[config.mk]
export PLATFORM = sky130hd
export DESIGN_NAME = wexp_recoder
export DESIGN_NICKNAME = d
export VERILOG_FILES = /design/src/rtl/wexp_recoder.sv
export SDC_FILE = /design/constraint.sdc
export NUM_CORES = 1
export LEC_CHECK = 0
export BUFFER_PORTS_ARGS = -buffer_cell sky130_fd_sc_hd__buf_4
export CELL_PAD_IN_SITES_DETAIL_PLACEMENT = 0
export CELL_PAD_IN_SITES_GLOBAL_PLACEMENT = 1
export CORE_UTILIZATION = 43
export CTS_CLUSTER_SIZE = 28
export DETAILED_ROUTE_END_ITERATION = 7
export PLACE_DENSITY_LB_ADDON = 0.08
export RECOVER_POWER = 100
export SYNTH_ARGS = -nofsm -noshare
export SYNTH_HDL_FRONTEND = slang
export SYNTH_SLANG_ARGS = --single-unit
[constraint.sdc]
create_clock -name clk -period 3 [get_ports clk]
set_input_delay 0.45 -clock clk [delete_from_list [all_inputs] [get_ports clk]]
set_output_delay 0.45 -clock clk [all_outputs]
set_load 0.01 [all_outputs]
[src/rtl/wexp_recoder.sv]
module wexp_recoder #(
  parameter  int K    = 32,
  parameter  int B    = 3,
  parameter  int T    = 2,
  parameter  int W    = 8,
  localparam int NWIN = (K - B + T - 1) / T,
  localparam int IW   = (NWIN > 1) ? $clog2(NWIN) : 1
) (
  input  logic          clk,
  input  logic          rst_n,
  input  logic          start,
  input  logic [K-1:0]  exp_in,
  input  logic [B-1:0]  rnd_in,
  output logic          busy,
  output logic          done,
  output logic [B-1:0]  rd_dm,
  input  logic [IW-1:0] rd_idx,
  output logic [T-1:0]  rd_digit,
  output logic          rd_applied
);

  localparam int NWORD = (K + W - 1) / W;
  localparam int KP    = NWORD * W;
  localparam int SW    = B + NWIN * T;
  localparam int CW    = (SW > KP) ? SW : KP;
  localparam int WCW   = (NWORD > 1) ? $clog2(NWORD) : 1;

  typedef enum logic [1:0] {S_IDLE, S_CMP, S_SUB} state_t;

  state_t          state;
  logic [KP-1:0]   dw;
  logic [SW-1:0]   subt;
  logic [IW-1:0]   idx;
  logic [WCW-1:0]  wc;
  logic            carry;
  logic [NWIN-1:0] applied;

  logic [CW-1:0]   dw_ext;
  logic [CW-1:0]   subt_ext;
  logic [W-1:0]    dw_word;
  logic [W-1:0]    sb_word;
  logic [W:0]      word_sum;
  logic            ge;
  logic            last_step;
  logic            last_word;

  assign dw_ext    = CW'(dw);
  assign subt_ext  = CW'(subt);
  assign ge        = dw_ext >= subt_ext;
  assign last_step = idx == IW'(NWIN - 1);
  assign last_word = wc == WCW'(NWORD - 1);
  assign dw_word   = dw[int'(wc)*W +: W];
  assign sb_word   = subt_ext[int'(wc)*W +: W];
  assign word_sum  = {1'b0, dw_word} + {1'b0, ~sb_word} + {{W{1'b0}}, carry};

  assign busy  = state != S_IDLE;
  assign rd_dm = dw[B-1:0];

  always_comb begin
    rd_digit   = '0;
    rd_applied = 1'b0;
    if (int'(rd_idx) < NWIN) begin
      rd_digit   = dw_ext[B + int'(rd_idx)*T +: T];
      rd_applied = applied[rd_idx];
    end
  end

  always_ff @(posedge clk or negedge rst_n) begin
    if (!rst_n) begin
      state   <= S_IDLE;
      done    <= 1'b0;
      dw      <= '0;
      subt    <= '0;
      idx     <= '0;
      wc      <= '0;
      carry   <= 1'b0;
      applied <= '0;
    end else begin
      done <= 1'b0;
      case (state)
        S_IDLE: begin
          if (start) begin
            dw      <= KP'(exp_in);
            subt    <= SW'(rnd_in);
            idx     <= '0;
            applied <= '0;
            state   <= S_CMP;
          end
        end
        S_CMP: begin
          if (ge) begin
            applied[idx] <= 1'b1;
            wc           <= '0;
            carry        <= 1'b1;
            state        <= S_SUB;
          end else begin
            subt <= subt << T;
            if (last_step) begin
              done  <= 1'b1;
              state <= S_IDLE;
            end else begin
              idx <= idx + 1'b1;
            end
          end
        end
        S_SUB: begin
          dw[int'(wc)*W +: W] <= word_sum[W-1:0];
          carry               <= word_sum[W];
          if (last_word) begin
            subt <= subt << T;
            if (last_step) begin
              done  <= 1'b1;
              state <= S_IDLE;
            end else begin
              idx   <= idx + 1'b1;
              state <= S_CMP;
            end
          end else begin
            wc <= wc + 1'b1;
          end
        end
        default: state <= S_IDLE;
      endcase
    end
  end

endmodule

Word level (Yosys, flattened, before mapping). Cells that the tools add are included.

Register bits after elaboration: 90. Input port bits: 42. Logic and storage cells: 85.

Add/sub/neg operators: 6. Order comparisons: 5. Equality and inequality tests: 10. Shift-type cells: 5. Muxes and demuxes: 36. Bitwise logic cells: 2. Reduce and logical (&&, ||, !) cells: 13.

Operators by type and width (number): 33-bit 2-to-1 mux (3); 33-bit case mux with 3 select lines (1); 32-bit case mux with 2 select lines (1); 32-bit by 33-bit greater-or-equal comparator with 1-bit output (1); 5-bit negation with 33-bit output (1); 8-bit by 33-bit variable shift with 32-bit output, first input constant (1); 33-bit by 6-bit indexed part select with 8-bit output (1); 33-bit by 7-bit indexed part select with 2-bit output (1); 8-bit by 33-bit indexed part select with 32-bit output (1); 32-bit bitwise mux (1); 32-bit 2-to-1 mux (1); 32-bit by 6-bit indexed part select with 8-bit output (1); 15-bit 2-to-1 mux (2); 15-bit case mux with 2 select lines (1); 4-bit 2-to-1 mux (4); 15-bit bitwise OR (1); 2-bit 2-to-1 mux (7); 4-bit case mux with 3 select lines (1); 4-bit by 5-bit < comparator with 1-bit output, second input constant (2); 2-bit != test, second input constant (5); 8-bit by 8-bit adder with 9-bit output (1); 9-bit by 1-bit adder with 9-bit output (1); 3-bit AND reduction (3); 1-bit 2-to-1 mux (8); other kinds (21) (27).

Longest topological paths before layout. Gate-level depths: netlist of the first run.

Depth in word-level cells: 7. Depth in mapped cells: 13.

Worst setup path after synthesis of the first run. No wires, ideal clock.

Kind: register to register. Start point: register wc[0]. End point: register dw[14]. Arrival time: 3.124 ns. Data required time: 2.923 ns. Path slack: -0.201 ns. Stages on the path, launching flop included: 12. Period minus slack after synthesis: 3.201 ns. Cell sequence: dfrtp_1 -> clkbuf_1 -> buf_2 -> mux4_2 -> fa_1 -> a21o_1 -> a21oi_1 -> nor2b_1 -> o31a_1 -> a21oi_1 -> a22oi_1 -> a21oi_1.

Longest elaborated chain between the ends: 7. Elaborated cells between the ends (all ways): 10.

RTL lines: start: declaration (line 34) `logic [WCW-1:0] wc;`; start signal: assignment (line 119) `wc <= wc + 1'b1;`; 33-bit by 6-bit indexed part select with 8-bit output (line 53) `assign sb_word = subt_ext[int'(wc)*W +: W];`; 8-bit NOT (line 54) `assign word_sum = {1'b0, dw_word} + {1'b0, ~sb_word} + {{W{1'b0}}, carry};`; 8-bit by 8-bit adder with 9-bit output (line 54); 9-bit by 1-bit adder with 9-bit output (line 54); 8-bit by 33-bit indexed part select with 32-bit output (line 107) `dw[int'(wc)*W +: W] <= word_sum[W-1:0];`; 32-bit bitwise mux * (line 107); 32-bit case mux with 2 select lines * (line 80) `case (state)`; end signal: assignment (line 83) `dw <= KP'(exp_in);`; end signal: indexed assignment (line 107); end: declaration (line 31) `logic [KP-1:0] dw;`.

Mark *: on every way between the ends. The rest lies on a longest branch, timed or not. A chain may end at the register's enable or synchronous reset.

Worst setup path in the final report of the first run.
Start point: register wc[0]. End point: register carry.

Longest elaborated chain between the ends: 5. Elaborated cells between the ends (all ways): 6.

RTL lines: 33-bit by 6-bit indexed part select with 8-bit output (line 53); 8-bit NOT (line 54); 8-bit by 8-bit adder with 9-bit output * (line 54); 9-bit by 1-bit adder with 9-bit output * (line 54); 1-bit case mux with 2 select lines * (line 80); end signal: assignment (line 108) `carry <= word_sum[W];`; end: declaration (line 35) `logic carry;`.

Marks and branches as above.

==> flow_metrics.tcl, run 1 <==
set metrics [dict create \
    status "completed" \
    mostFrequentLayoutCell "dfrtp_1" \
    synth_area_um2 6210 \
    clockBufferDepth 2 \
    die_h_um 122.2 \
    wl_per_cell_um 20.66 \
    grt_max_degree 51 \
    reg2reg_setup_slack_ns 0.09 \
    final_nets 795 \
    die_w_um 122.2 \
    drt_drc_violations_left 0 \
    synth_area_leader_cell "dfrtp_1" \
    min_from "exp_in[31]" \
    gr-total-overflow 0 \
    vias 5117 \
    grt_pass1_wl_um 28750 \
    fin_ws_ns 0.09260 \
    netlist_instances 642 \
    num_antenna_cells 0 \
    p_leak_nw 3.130 \
    synth_nets 737 \
    path_max_fanout 3 \
    core_um2 13990 \
    grt-busiest-layer "met2" \
    crit_path_start_kind "register" \
    start_util_pct 44.39 \
    path_class "reg -> reg" \
    gr-usage-met3_pct 2.903 \
    cts_root_buf "clkbuf_16" \
    io-pin-count 50 \
    dp_slack_ns -0.09173 \
    required_ns 3.24 \
    seq_area_frac_synth_pct 36.27 \
    maxCapViolCount 0 \
    async_flop_share_pct 100.0 \
    drt_pass1_iterations 4 \
    worstRegToRegCells 12 \
    clock_skew_ns 0.009533 \
    synth_area_leaders "dfrtp_1 36%, ha_1 10%, mux4_2 9.8%" \
    synth_ff_type "dfrtp_1" \
    clock-sinks 90 \
    cts_htree_levels 3 \
    worst_pin_slew_ns 1.299 \
    avgSynthCellArea_um2 9.672 \
    antenna_found_initial 0 \
    clk_latency_ns 0.35 \
    fmax_mhz 344.0 \
    hold_depth 3 \
    met1_usage_pct 35.04 \
    hpwl_um 14130 \
    first_iter_violations 353 \
    cts_tree "yes" \
    arrival_ns 3.15 \
    met2_usage_pct 44.67 \
    r2r-start "wc[0]" \
    worstReg2RegEnd "carry" \
    gp_congestion 0.9635 \
    finalSetupViolations 0 \
    grt_pass1_vias 5086 \
    ys_seq_elements 90 \
    clk_pin_slew_worst_paths_ns 0.07 \
    ant_nets 0 \
    postPlaceCellArea_um2 6875 \
    placementRows 43 \
    fin_crit_ns 2.907 \
    hold_class "in -> reg" \
    syn2layout_area_growth_pct 15.78 \
    mostFrequentLayoutCells "90 x dfrtp_1, 70 x buf_4, 58 x inv_1" \
    cp-end-kind "register" \
    yosys_warnings 0 \
    cts_buffers 9 \
    yosysTopAreaCellShare_pct 36.27 \
    portBuffers 49 \
    maxSlewHeadroom_pct 13.39 \
    cts_hold_buf 0 \
    drv_slew 0 \
    hold_end "dw[31]" \
    final_util_pct 51.40 \
    period_share_pct 96.91 \
    drive_above_1_share_pct 18.87 \
    p_per_area_nw_per_um2 1225 \
    via_per_inst 5.782 \
    stdcell_area_um2 7189 \
    irDropWorstVdd_mv 0.7573 \
    synthDistinctLibCells 61 \
    hold_viol 0 \
    drt_wl_total_um 18290 \
    dieArea_um2 14930 \
    track_usage_pct 26.35 \
    synth-edff-count 0 \
]
power breakdown:
part           switching (mW)  total (mW)  internal (mW)
Sequential              0.538        2.17           1.63
Clock                   0.517        1.19          0.671
Combinational            3.12        5.45           2.32
stage by stage:
stage          power (mW)  instances  hold slack (ns)  setup TNS [ns]
4_1_cts             8.652        879           0.1550               0
3_3_place_gp        7.291        863           0.4691        -0.02300
2_1_floorplan       5.592        642           0.1544               0
5_1_grt             9.418        885           0.3551        -0.06363
3_5_place_dp        7.404        863           0.4780         -0.2589
6_report            8.806        885           0.3330               0
worst max-delay path by stage:
stage / from / end / slack, ns / cells after the start
after detailed placement: wc[0] / dw[14] / -0.09 / 12
final: wc[0] / carry / 0.09 / 12
after CTS: wc[0] / dw[22] / 0.02 / 12
after floorplan: wc[0] / dw[14] / 0.008 / 11
after global placement: wc[0] / dw[14] / -0.01 / 12
after global routing: wc[0] / dw[30] / -0.03 / 12
state kept, by name (all words and copies together) (netlist names):
name,cells
subt,33
dw,32
applied,15
idx,4
state,2
wc,2
carry,1
done,1
critical path, cell delays in order (launching register included):
cell      delay [ns]
dfrtp_1         0.43
mux4_2          0.53
inv_2           0.07
fa_1            0.19
inv_1           0.06
fa_2            0.35
a21o_1          0.21
a21oi_2         0.19
nor2b_2         0.07
o31a_1          0.28
o21ai_1         0.13
nand3b_1        0.10
o22a_1          0.18
synth_stat cells (3+ instances only):
| cell | instances |
|---|---|
| buf_6 | 3 |
| nand2b_1 | 9 |
| mux2i_1 | 41 |
| mux4_2 | 27 |
| dfrtp_1 | 90 |
| nand2_1 | 50 |
| a31oi_1 | 6 |
| clkbuf_1 | 23 |
| a211oi_1 | 3 |
| nor2b_1 | 18 |
| a221oi_1 | 5 |
| o21ai_0 | 18 |
| ha_1 | 51 |
| and3_1 | 5 |
| or3_1 | 6 |
| nand4_1 | 11 |
| buf_2 | 5 |
| a21oi_1 | 49 |
| nor2_1 | 50 |
| xnor2_1 | 3 |
| o21a_1 | 15 |
| buf_4 | 3 |
| o21ai_1 | 6 |
| a22oi_1 | 8 |
| nand3_1 | 18 |
| nor3_1 | 16 |
| inv_1 | 60 |
layer usage:
layer,up-vias,wire (µm),part of all wire [%]
li1,2409,-,-
met1,2547,8273,45
met2,136,8970,49
met3,25,644,3.5
met4,0,399,2.2
met5,-,0,0
logic make-up (layout without fill, tap and decap cells):
family | count (synthesis) | count (layout) | share of synthesized area (%)
flip-flops | 90 | 90 | 36.27
multiplexers | 70 | 70 | 16.76
AND/OR/NAND/NOR | 198 | 198 | 15.70
AO/OA/AOI/OAI | 130 | 130 | 13.36
XOR/XNOR | 3 | 3 | 0.4232
adder cells (fa/ha/maj) | 53 | 53 | 10.92
buffers and inverters | 98 | 161 | 6.569
timing repair:
| action | CTS | global route |
|---|---|---|
| endpoints found under the setup margin | 4 | 7 |
| buffers inserted | 0 | 6 |
| pin swaps | 0 | 6 |
| resized for setup | 1 | 12 |
area by class of cell:
class | instances | area [µm²]
Multi-Input combinational cell | 454 | 3578
Tap cell | 180 | 225.2
Inverter | 62 | 235.2
Clock inverter | 6 | 65.06
Timing Repair Buffer | 83 | 594.3
Fill cell | 1346 | 6799
Clock buffer | 10 | 239.0
Sequential cell | 90 | 2252
No activity file was read; power rests on OpenSTA's default activity.
==> inputs of run 2 (changes only) <==
--- a/config.mk
+++ b/config.mk
@@ -5,12 +5,12 @@
 export SDC_FILE = /design/constraint.sdc
 export NUM_CORES = 1
 export LEC_CHECK = 0
-export BUFFER_PORTS_ARGS = -buffer_cell sky130_fd_sc_hd__buf_4
 export CELL_PAD_IN_SITES_DETAIL_PLACEMENT = 0
 export CELL_PAD_IN_SITES_GLOBAL_PLACEMENT = 1
-export CORE_UTILIZATION = 43
+export CORE_UTILIZATION = 45
 export CTS_CLUSTER_SIZE = 28
 export DETAILED_ROUTE_END_ITERATION = 7
+export DONT_BUFFER_PORTS = 1
 export PLACE_DENSITY_LB_ADDON = 0.08
 export RECOVER_POWER = 100
 export SYNTH_ARGS = -nofsm -noshare
==> run 2 against run 1 <==
Compared with the run above: the flow now finishes with violations (capacitance limit, slew limit); worst hold slack lost 0.079 ns; maximum frequency up 1.3%; die area fell by 4.4%; sequential share of layout area rose by 1.9 points; combinational power down 4.4%; clock-buffer cell count is 1 lower; final cell count down 6.8%; design area down 5.8%; critical endpoint is now dw[7]; highest routed layer is now met5.
==> flow_metrics.tcl, run 2 (synthesis results as in run 1) <==
set metrics [dict create \
    syn2layout_area_growth_pct 9.087 \
    hold_ws_ns 0.2540 \
    gr-total-overflow 0 \
    antenna_found_initial 1 \
    drt_drc_violations_left 0 \
    comb_power_share_pct 61.0 \
    hold_viol 0 \
    die_h_um 119.5 \
    start_util_pct 46.52 \
    final_util_pct 50.75 \
    worstReg2RegEnd "dw[7]" \
    clk_latency_ns 0.35 \
    gr-usage-met3_pct 6.466 \
    drive_above_1_share_pct 12.63 \
    crit_family "simple AND/OR/NAND/NOR gates" \
    reg2reg_setup_slack_ns 0.13 \
    crit_slowest_cell "mux4_2" \
    track_usage_pct 27.39 \
    p_per_area_nw_per_um2 1261 \
    cts_htree_levels 3 \
    p_sw_mw 4.148 \
    hold_class "in -> reg" \
    crit_cells 10 \
    mostFrequentLayoutCells "90 x dfrtp_1, 59 x inv_1, 51 x ha_1" \
    clock_skew_ns 0.008268 \
    wl_per_cell_um 22.32 \
    cts_root_buf "clkbuf_16" \
    vias 4940 \
    clk_pin_slew_worst_paths_ns 0.07 \
    finalPower_mw 8.543 \
    crit_buf_inv 1 \
    worst_pin_slew_ns 2.334 \
    clock-sinks 90 \
    irDropWorstVdd_mv 0.8236 \
    path_class "reg -> reg" \
    cp-end-kind "register" \
    violations "capacitance limit, slew limit" \
    portBuffers 0 \
    path_max_fanout 8 \
    grt_pass1_vias 5076 \
    drv_slew 91 \
    met2_usage_pct 45.74 \
    clockBufferDepth 2 \
    cts_tree "yes" \
    fin_crit_ns 2.871 \
    placementRows 42 \
    worstRegToRegCells 10 \
    period_share_pct 95.69 \
    r2r-start "wc[0]" \
    nFillCells 1271 \
    power.internal_mw 4.394 \
    first_iter_violations 398 \
    worstSetupStartpoint "wc[0]" \
    arrival_ns 3.16 \
    mostFrequentLayoutCell "dfrtp_1" \
    num_antenna_cells 0 \
    hpwl_um 14000 \
    crit_path_start_kind "register" \
    fmax_mhz 348.4 \
    cp_slowest_stage_delay_ns 0.55 \
    core_um2 13350 \
    grt_pass1_wl_um 28950 \
    worst_path_most_repeated_cell "o21ai_1" \
    finalSetupViolations 0 \
    ant_nets 0 \
    maxCapViolCount 1 \
    largest_register_ffs 33 \
    maxSlewHeadroom_pct -55.58 \
    required_ns 3.28 \
    grt-busiest-layer "met2" \
    drt_pass1_iterations 5 \
    die_w_um 119.5 \
    swShare_pct 48.56 \
    clock_power_share_pct 13.5 \
    min_from "exp_in[21]" \
    status "finished with violations" \
    reg_top3 "subt (33), dw (32), applied (15)" \
    io-pin-count 50 \
    final_nets 740 \
    dieArea_um2 14270 \
    rsz0062_at_grt "no" \
    path_cells "buf_6 > mux4_2 > ha_1 > nor2b_1 > o21ai_1 > a21oi_1 > o21ai_1 > a21oi_2 > or4_1 > nand3_1" \
    met1_usage_pct 35.12 \
    seqPwrFrac_pct 25.5 \
    p_leak_nw 2.869 \
    hold_end "dw[21]" \
    via_per_inst 5.988 \
    multi_input_area_um2 3587 \
    grt_max_degree 91 \
    cts_buffers 9 \
    seqCellArea_um2 2252 \
    drt_wl_total_um 18420 \
    largest_register "subt" \
    hold_depth 2 \
    gp_congestion 0.9402 \
]
run 2: changes by cell type in the layout (fill, tap and decap cells not counted), sizes merged:
cell,previous run,this run
buf,71,20
clkbuf,22,17
clkinv,3,2
clkinvlp,1,2
run 2: final cells by class:
class                   instances  area share [%]
clock buffers                   9           3.325
clock inverters                 6          0.9974
inverters                      62           3.436
multi-input cells             454           52.96
flip-flops and latches         90           33.25
well taps                     176           3.251
repair buffers                 28           2.789
run 2: worst reg2reg max path: cells and delay by family (launching register included):
| kind | cells | cell delay (ns) |
|---|---|---|
| muxes | 1 | 0.55 |
| AOI/OAI and AO/OA | 4 | 0.66 |
| adders and majority gates | 1 | 0.30 |
| buffers and inverters | 1 | 0.17 |
| and+or+nand+nor | 3 | 0.73 |
| DFF | 1 | 0.40 |
run 2: layer usage:
metal  wire [µm]  vias to the layer above
met1        7966                     2448
met4         437                        2
li1            -                     2308
met5          13                        -
met2        8935                      151
met3        1062                       31
run 2: metrics by stage:
stage | cell area (µm²) | cells | setup TNS (ns) | setup slack (ns)
floorplan | 6215 | 642 | 0 | 0.007979
global placement | 6450 | 808 | 0 | 0.03595
detailed placement | 6450 | 808 | -0.04230 | -0.01970
CTS | 6774 | 824 | 0 | 0.03785
global route | 6774 | 825 | 0 | 0.005852
finish | 6774 | 825 | 0 | 0.1294
run 2: timing repair:
item / 4_1_cts / 5_1_grt
hold buffers: 1 / 0
endpoints found under the hold margin: 90 / 0
pin swaps: 0 / 6
setup buffers: 0 / 1
resized for setup: 1 / 13
setup endpoints to repair: 4 / 18
run 2: power by group through the flow:
| stage | registers, mW | clock network, mW | logic [mW] |
|---|---|---|---|
| after floorplan | 1.90 | 0 | 3.69 |
| after global placement | 2.18 | 0 | 4.91 |
| after detailed placement | 2.20 | 0 | 5.03 |
| after CTS | 2.17 | 1.19 | 5.11 |
| after global routing | 2.22 | 1.22 | 5.73 |
| final | 2.18 | 1.16 | 5.21 |
run 2: worst max-delay path by stage:
stage | end | slack [ns]
finish | dw[7] | 0.13
global route | dw[7] | 0.006
CTS | dw[7] | 0.04
detailed placement | dw[22] | -0.02
global placement | dw[22] | 0.04
floorplan | dw[14] | 0.008
==> inputs of run 3 (changes only) <==
--- a/config.mk
+++ b/config.mk
@@ -5,9 +5,10 @@
 export SDC_FILE = /design/constraint.sdc
 export NUM_CORES = 1
 export LEC_CHECK = 0
+export ABC_AREA = 1
 export CELL_PAD_IN_SITES_DETAIL_PLACEMENT = 0
 export CELL_PAD_IN_SITES_GLOBAL_PLACEMENT = 1
-export CORE_UTILIZATION = 45
+export CORE_UTILIZATION = 43
 export CTS_CLUSTER_SIZE = 28
 export DETAILED_ROUTE_END_ITERATION = 7
 export DONT_BUFFER_PORTS = 1
==> run 3 against run 2 <==
Compared with the run above: the run still ends with capacitance limit, slew limit left; clock power barely moved; via count rose by 24%; synthesized cell count rose by 46%; worst setup slack improved by 0.099 ns; wire length rose by 15%; critical endpoint is now dw[6]; sequential power fell by 4%; utilization fell by 4.2 points; sequential share of layout area fell by 1.5 points; maximum frequency rose by 3.6%; register-to-register slack improved by 0.099 ns; design area rose by 4.9%; flip-flop and latch count did not move.
==> flow_metrics.tcl, run 3 <==
set metrics [dict create \
    hold_viol 0 \
    drive_above_1_share_pct 5.382 \
    irDropWorstVdd_mv 0.9854 \
    largest_register_ffs 33 \
    mostFrequentLayoutCells "239 x nand2_1, 121 x inv_1, 109 x a21oi_1" \
    mostFrequentLayoutCell "nand2_1" \
    clock-sinks 90 \
    cts_htree_levels 3 \
    drt_pass1_iterations 5 \
    vias 6135 \
    p_leak_nw 3.232 \
    synth_area_leader_cell "dfrtp_1" \
    period_share_pct 92.37 \
    status "finished with violations" \
    p_per_area_nw_per_um2 1111 \
    reg2reg_setup_slack_ns 0.23 \
    portBuffers 0 \
    synth_area_um2 6733 \
    setup-tns-final_ns 0 \
    dp_slack_ns 0.2632 \
    drv_slew 91 \
    cts_buffers 9 \
    path_class "reg -> reg" \
    drt_drc_violations_left 0 \
    gr-total-overflow 0 \
    clock_skew_ns 0.007768 \
    num_antenna_cells 0 \
    syn2layout_area_growth_pct 5.501 \
    ant_nets 0 \
    yosys.cell_count.top_type "nand2_1" \
    dieArea_um2 16160 \
    synthDistinctLibCells 45 \
    yosysTopAreaCellShare_pct 33.45 \
    ys_seq_elements 90 \
    synth_area_leaders "dfrtp_1 33%, nand2_1 13%, ha_1 9.5%" \
    cts_tree "yes" \
    stdcell_area_um2 7103 \
    cts_setup_buffers 0 \
    fmax_mhz 360.9 \
    grt_pass1_wl_um 33150 \
    drt_wl_total_um 21130 \
    clk_pin_slew_worst_paths_ns 0.07 \
    maxCapViolCount 1 \
    placementRows 45 \
    required_ns 3.27 \
    arrival_ns 3.04 \
    largest_register "subt" \
    gp_congestion 0.9553 \
    core_um2 15260 \
    postPlaceCellArea_um2 6907 \
    cts_root_buf "clkbuf_16" \
    synth-edff-count 0 \
    synth_ff_type "dfrtp_1" \
    start_util_pct 44.12 \
    clockBufferDepth 2 \
    synth_commonest_cells "239 x nand2_1, 119 x inv_1, 109 x a21oi_1" \
    rsz0062_at_grt "no" \
    violations "capacitance limit, slew limit" \
    via_per_inst 5.382 \
    clk_latency_ns 0.35 \
    io-pin-count 50 \
    maxSlewHeadroom_pct -56.62 \
    track_usage_pct 27.32 \
    avgSynthCellArea_um2 7.170 \
    fin_crit_ns 2.771 \
    grt_max_degree 91 \
    synth_nets 1034 \
    fin_ws_ns 0.2289 \
    async_flop_share_pct 100.0 \
    hold_class "in -> reg" \
    crit_path_start_kind "register" \
    reg_top3 "subt (33), dw (32), applied (15)" \
    path_max_fanout 15 \
    die_h_um 127.1 \
    yosys_warnings 0 \
    cp-end-kind "register" \
    hpwl_um 16390 \
    finalSetupViolations 0 \
    first_iter_violations 524 \
    worst_pin_slew_ns 2.349 \
    wl_per_cell_um 18.54 \
    antenna_found_initial 0 \
    die_w_um 127.1 \
    seq_area_frac_synth_pct 33.45 \
    grt_pass1_vias 5794 \
    netlist_instances 939 \
    final_nets 1019 \
]
run 3: cell types whose count changed after synthesis, sizes merged, moves of 9 or more:
| cell | previous run | this run |
|---|---|---|
| nand2 | 51 | 242 |
| mux2i | 41 | 1 |
| o21ai | 24 | 96 |
| a22oi | 8 | 22 |
| nor2b | 18 | 0 |
| o21a | 15 | 3 |
| inv | 62 | 125 |
| nand2b | 9 | 0 |
| mux4 | 27 | 0 |
| nand4 | 11 | 26 |
| nor3 | 17 | 8 |
| a21oi | 50 | 110 |
| nand3 | 18 | 39 |
run 3: what timing repair did:
action | 4_1_cts | 5_1_grt
hold buffers | 1 | 0
resized for setup | 0 | 1
endpoints found under the setup margin | 0 | 2
endpoints found under the hold margin | 90 | 0
run 3: path summary, 6_finish.rpt:
check / from / depth (start not counted) / end
worst max-delay path: wc[1] / 8 / dw[6]
worst min-delay path: rnd_in[0] / 2 / subt[0]
worst max register to register: wc[1] / 8 / dw[6]
worst min register to register: applied[14] / 2 / applied[14]
max in group asynchronous: rst_n / 1 / subt[30]
min in group asynchronous: rst_n / 1 / dw[10]
run 3: cell type report:
| class | count | area, µm² |
|---|---|---|
| fillers | 1595 | 8155 |
| multi-input cells | 677 | 3670 |
| flip-flops and latches | 90 | 2252 |
| inverters | 127 | 480.5 |
| clock buffers | 14 | 264.0 |
| well taps | 211 | 264.0 |
| repair buffers | 19 | 137.6 |
| clock inverters | 2 | 35.03 |
run 3: metal layers:
metal	routed length, µm	vias up	track usage [%]
li1	-	3088	-
met1	10030	2873	37.50
met2	9642	143	44.25
met3	914	31	3.224
met4	541	0	10.29
met5	0	-	0
run 3: cells by family (layout without fill, tap and decap cells):
family | count (synthesis) | after routing | share of synthesized area, %
AND/OR/NAND/NOR | 369 | 369 | 23.34
AO/OA/AOI/OAI | 251 | 251 | 21.98
buffers and inverters | 172 | 162 | 10.61
flip-flops | 90 | 90 | 33.45
adder cells (fa/ha/maj) | 53 | 53 | 10.07
XOR/XNOR | 3 | 3 | 0.3903
multiplexers | 1 | 1 | 0.1487
run 3: worst max-delay path, stage by stage (launching register included):
cell and delay [ns]:
dfrtp_1 0.41, clkinvlp_4 0.20, clkbuf_2 0.21, ha_1 0.36
inv_1 0.10, nor3_1 0.90, inv_2 0.08, or2_0 0.28
a22oi_1 0.14
run 3: report_power, final:
group	switching (mW)	leakage (nW)	internal (mW)
clock network	0.482	0.147	0.692
registers	0.540	1.16	1.56
logic	3.11	1.92	1.51
run 3: stage by stage:
step | power, mW | hold WS [ns] | util, % | cells
floorplan | 5.486 | 0.1544 | - | 939
global placement | 6.733 | 0.1562 | 45.26 | 1123
detailed placement | 6.799 | 0.1564 | 45.26 | 1123
CTS | 8.028 | 0.04079 | 47.40 | 1140
global route | 8.604 | 0.2981 | 46.55 | 1140
finish | 7.894 | 0.2797 | 46.55 | 1140
